### src/rtl/lsc_pkg.sv
package lsc_pkg;

  // Sequencer states: idle, applying vectors, checking the final vector.
  typedef enum logic [1:0] {
    ST_IDLE = 2'd0,
    ST_RUN  = 2'd1,
    ST_TAIL = 2'd2
  } seq_state_t;

endpackage

### src/rtl/lsc_patgen.sv
// Walking-zero source: the zero sits at bit pos_i of channel 1 while
// phase_i is 0, and of channel 0 while phase_i is 1; all else is one.
module lsc_patgen #(
  parameter int N  = 32,
  localparam int PW = (N > 1) ? $clog2(N) : 1
) (
  input  logic          apply_i,
  input  logic          phase_i,
  input  logic [PW-1:0] pos_i,
  output logic [N-1:0]  ch0_o,
  output logic [N-1:0]  ch1_o
);

  for (genvar b = 0; b < N; b++) begin : g_bit
    logic hit;
    assign hit      = apply_i && (pos_i == PW'(b));
    assign ch0_o[b] = !(hit && phase_i);
    assign ch1_o[b] = !(hit && !phase_i);
  end

endmodule

### src/rtl/lsc_compare.sv
// Comparator under test with a registered result and a valid tag.
module lsc_compare #(
  parameter int N = 32
) (
  input  logic         clk,
  input  logic         rst_n,
  input  logic [N-1:0] ch0_i,
  input  logic [N-1:0] ch1_i,
  input  logic         force_eq_i,
  input  logic         sample_i,
  output logic         eq_q_o,
  output logic         valid_q_o
);

  logic eq_raw;
  assign eq_raw = (ch0_i == ch1_i) || force_eq_i;

  always_ff @(posedge clk) begin
    if (!rst_n) begin
      eq_q_o    <= 1'b0;
      valid_q_o <= 1'b0;
    end else begin
      eq_q_o    <= eq_raw;
      valid_q_o <= sample_i;
    end
  end

endmodule

### src/rtl/lsc_ctrl.sv
// Sequencer: steps position and phase, checks each registered result,
// aborts on a match, and pulses done after the last check.
module lsc_ctrl
  import lsc_pkg::*;
#(
  parameter int N  = 32,
  localparam int PW = (N > 1) ? $clog2(N) : 1
) (
  input  logic          clk,
  input  logic          rst_n,
  input  logic          start_i,
  input  logic          chk_valid_i,
  input  logic          chk_eq_i,
  output logic          apply_o,
  output logic          phase_o,
  output logic [PW-1:0] pos_o,
  output logic          busy_o,
  output logic          done_o,
  output logic          err_o,
  output logic          fault_o
);

  seq_state_t    state_q;
  logic [PW-1:0] pos_q;
  logic          phase_q;
  logic          at_top;
  logic          last_vec;

  // Step arithmetic kept in one place.
  function automatic logic is_top(input logic [PW-1:0] p);
    return p == PW'(N - 1);
  endfunction

  function automatic logic [PW-1:0] step_pos(input logic [PW-1:0] p);
    return is_top(p) ? '0 : p + PW'(1);
  endfunction

  assign at_top   = is_top(pos_q);
  assign last_vec = phase_q && at_top;
  assign apply_o  = (state_q == ST_RUN);
  assign busy_o   = (state_q != ST_IDLE);
  assign fault_o  = busy_o && chk_valid_i && chk_eq_i;
  assign phase_o  = phase_q;
  assign pos_o    = pos_q;

  always_ff @(posedge clk) begin
    if (!rst_n) begin
      state_q <= ST_IDLE;
      pos_q   <= '0;
      phase_q <= 1'b0;
      done_o  <= 1'b0;
      err_o   <= 1'b0;
    end else begin
      done_o <= 1'b0;
      unique case (state_q)
        ST_IDLE: begin
          if (start_i) begin
            state_q <= ST_RUN;
            pos_q   <= '0;
            phase_q <= 1'b0;
            err_o   <= 1'b0;
          end
        end
        ST_RUN: begin
          if (fault_o) begin
            state_q <= ST_IDLE;
            err_o   <= 1'b1;
          end else if (last_vec) begin
            state_q <= ST_TAIL;
          end else begin
            pos_q <= step_pos(pos_q);
            if (at_top) phase_q <= 1'b1;
          end
        end
        ST_TAIL: begin
          state_q <= ST_IDLE;
          if (fault_o) err_o  <= 1'b1;
          else         done_o <= 1'b1;
        end
        default: state_q <= ST_IDLE;
      endcase
    end
  end

endmodule

### src/rtl/lsc_selftest.sv
// Top: lockstep comparator mismatch self-test.
module lsc_selftest #(
  parameter int N = 32
) (
  input  logic         clk,
  input  logic         rst_n,
  input  logic         start_i,
  input  logic         inject_eq_i,
  output logic         cmp_dis_o,
  output logic         busy_o,
  output logic         done_o,
  output logic         err_o,
  output logic [N-1:0] ch0_pat_o,
  output logic [N-1:0] ch1_pat_o
);

  localparam int PW = (N > 1) ? $clog2(N) : 1;

  // Internal events, named for the checker.
  logic          apply_w;
  logic          phase_w;
  logic [PW-1:0] pos_w;
  logic          chk_valid_w;
  logic          chk_eq_w;
  logic          fault_w;

  lsc_ctrl #(.N(N)) i_ctrl (
    .clk         (clk),
    .rst_n       (rst_n),
    .start_i     (start_i),
    .chk_valid_i (chk_valid_w),
    .chk_eq_i    (chk_eq_w),
    .apply_o     (apply_w),
    .phase_o     (phase_w),
    .pos_o       (pos_w),
    .busy_o      (busy_o),
    .done_o      (done_o),
    .err_o       (err_o),
    .fault_o     (fault_w)
  );

  lsc_patgen #(.N(N)) i_patgen (
    .apply_i (apply_w),
    .phase_i (phase_w),
    .pos_i   (pos_w),
    .ch0_o   (ch0_pat_o),
    .ch1_o   (ch1_pat_o)
  );

  lsc_compare #(.N(N)) i_cmp (
    .clk        (clk),
    .rst_n      (rst_n),
    .ch0_i      (ch0_pat_o),
    .ch1_i      (ch1_pat_o),
    .force_eq_i (inject_eq_i),
    .sample_i   (apply_w),
    .eq_q_o     (chk_eq_w),
    .valid_q_o  (chk_valid_w)
  );

  assign cmp_dis_o = busy_o;

endmodule

### config.mk
export PLATFORM = sky130hd
export DESIGN_NAME = lsc_selftest
export DESIGN_NICKNAME = d
export VERILOG_FILES = /design/src/rtl/lsc_pkg.sv /design/src/rtl/lsc_patgen.sv /design/src/rtl/lsc_compare.sv /design/src/rtl/lsc_ctrl.sv /design/src/rtl/lsc_selftest.sv
export SDC_FILE = /design/constraint.sdc
export NUM_CORES = 1
export LEC_CHECK = 0
export BUFFER_PORTS_ARGS = -buffer_cell sky130_fd_sc_hd__buf_2
export CAP_MARGIN = 20
export CORE_MARGIN = 3
export CORE_UTILIZATION = 32
export CTS_BUF_LIST = sky130_fd_sc_hd__clkbuf_8
export CTS_CLUSTER_SIZE = 20
export DETAILED_ROUTE_END_ITERATION = 10
export SLEW_MARGIN = 20
export SYNTH_ARGS = -nofsm -noshare
export SYNTH_HDL_FRONTEND = slang
export SYNTH_HIERARCHICAL = 1
export SYNTH_SLANG_ARGS = --single-unit
### constraint.sdc
create_clock -name clk -period 2 [get_ports clk]
set_clock_uncertainty 0.15 [all_clocks]
set_input_delay 0.2 -clock clk [delete_from_list [all_inputs] [get_ports clk]]
set_output_delay 0.2 -clock clk [all_outputs]
set_load 0.01 [all_outputs]
==> impl_metrics.tcl <==
set metrics [dict create \
    status "finished with violations" \
    violations "negative setup slack" \
    fin_nets 382 \
    path_class "register to register" \
    clkLatencyLatePin_ps 240 \
    start_util_pct 34.17 \
    place_inst 403 \
    p_leak_uw 0.001539 \
    drive_gt1_share_pct 71.16 \
    clockBufferDepth 2 \
    vias 2138 \
    cts-root-buf "clkbuf_8" \
    power_uw 771.7 \
    crit_path_max_fanout 5 \
    layout.cells.non_filler 423 \
    drc 0 \
    wl_per_cell_um 15.20 \
    maxSlewHeadroom_pct 77.26 \
    max_freq_mhz 461.6 \
    tns_ps -354.7 \
    cp_data_arrival_time_ps 2190 \
    grt_use_total_pct 21.67 \
    swShare_pct 28.49 \
    detail_route.vias_per_cell 5.054 \
    p_int_uw 551.8 \
    worstMarginPinSlew_ps 339.7 \
    place_hpwl_um 4777 \
    cts_buffers 3 \
    io_pins 72 \
    fill_cells 328 \
    place_congestion 0.9505 \
    switching_power_uw 219.9 \
    core_area_mm2 0.004474 \
    drv_slew 0 \
    p_clk_share_pct 34.2 \
    syn-cell-area_mm2 0.001529 \
    syn_to_final_growth_pct 111.5 \
    first_iter_violations 77 \
    pre_cts_ws_ps -299.1 \
    powerDensity_mw_per_mm2 238.7 \
    cts_tree "done" \
    cts_hold_buffers 0 \
    fin_crit_sh_pct 108.3 \
    rsz0062_at_grt "true" \
    syn_inst 207 \
    yosys_warnings 6 \
    fin_crit_ps 2166 \
    combPwrFrac_pct 32.7 \
    grt_pass1_wl_um 9494 \
    cts_sinks 12 \
    setup_violations 6 \
    num_antenna_cells 0 \
    seqCellArea_um2 257.7 \
    drv_cap 0 \
    synth_nets 217 \
    startpoint_type "register" \
    die_area_mm2 0.005644 \
    power_frac_seq_pct 33.1 \
    worst_slack_ps -166.5 \
    rows 24 \
    postSynthAreaPerCell_um2 7.386 \
    gr-total-overflow 0 \
    grt_start_max_net_pins 17 \
    multi_input_area_mm2 0.001575 \
    end_kind "register" \
    worst_ir_drop_vdd_v 0.0003213 \
    antenna_found_initial 0 \
    final_util_pct 72.26 \
    required_ps 2020 \
    wl_um 6428 \
    grt_pass1_vias 1968 \
    finalHoldViolations 0 \
    first_pass_iters 4 \
    h-tree-depth 1 \
    port_buffers 71 \
    hp-class "primary input to register" \
    postRouteAntennaNets 0 \
    fp.dieH_um 75.13 \
    die_w_um 75.13 \
    clk_pin_slew_ps 50 \
]
==> layer usage <==
layer  GRT usage [%]  wire, um  vias up
met5               0         0        -
met1           27.27      2693      999
met2           38.97      3264       81
met4           6.719        85        0
met3           1.602       384       10
li1                -         -     1048
==> registers in the layout, indices dropped and copies added, names as in the netlist <==
name,count
i_ctrl/pos_o,5
i_cmp/eq_q_o,1
i_cmp/valid_q_o,1
i_ctrl/phase_o,1
i_ctrl/done_o,1
i_ctrl/state_q,2
i_ctrl/err_o,1
==> final timing paths <==
check	start	end	slack, ps	cells past startpoint
hold / removal	inject_eq_i	i_cmp/eq_q_o	90	3
hold reg to reg	i_ctrl/err_o	i_ctrl/err_o	340	2
setup reg to reg	i_ctrl/pos_o[3]	i_cmp/eq_q_o	-170	10
setup / recovery	i_ctrl/pos_o[3]	i_cmp/eq_q_o	-170	10
==> placed cells by master (no fill, tap or decap), drive strengths merged <==
| master | count |
|---|---|
| o21ai | 2 |
| a21o | 1 |
| o2bb2ai | 1 |
| or4 | 1 |
| and4 | 1 |
| and2 | 3 |
| nand2 | 70 |
| nor4b | 5 |
| nor2b | 3 |
| mux2i | 2 |
| a32oi | 1 |
| nor3b | 1 |
| and3 | 3 |
| a211oi | 1 |
| ha | 6 |
| and4bb | 6 |
| a21oi | 6 |
| or4b | 1 |
| nor4 | 3 |
| nand3b | 2 |
| buf | 172 |
| and4b | 4 |
| clkbuf | 4 |
| nand4 | 8 |
| a21boi | 1 |
| nor2 | 6 |
| and3b | 2 |
| nor3 | 2 |
| xnor2 | 32 |
| dfxtp | 12 |
| nand3 | 4 |
| a22o | 1 |
| inv | 4 |
==> critical path, cell delays in order, from the launching register on <==
cell and delay, ps:
dfxtp_4 350, buf_6 130, nor4b_4 250, buf_4 180, buf_6 100, nand2_4 50, xnor2_2 170, nand4_1 150
nor4_2 340, a21oi_1 110, nor2b_1 120
==> final cells by class <==
cell class                 count  share of cell area, %
clock buffer                   4                  1.703
inverter                       4                 0.4644
multi-input combinational    179                  48.72
sequential                    12                  7.972
tap                           52                  2.012
timing repair buffer         172                  39.13
==> through the flow <==
stage	hold slack (ps)	area [um^2]
after global placement	311.7	2774
final	92.75	3233
after global routing	90.05	3233
after detailed placement	318.9	2774
after floorplan	161.7	1750
after CTS	81.79	3033
==> power groups by stage <==
stage / combinational (uW) / sequential (uW) / clock [uW]
after global placement: 191 / 262 / 0
after floorplan: 118 / 260 / 0
after CTS: 221 / 254 / 272
after detailed placement: 195 / 263 / 0
final: 252 / 255 / 264
after global routing: 268 / 257 / 287
==> what timing repair did <==
action | in CTS | in global routing
setup buffers | 12 | 5
gates resized for setup | 28 | 38
pin swaps | 14 | 15
setup endpoints to repair | 13 | 19
(Power assumes the default switching activity.)
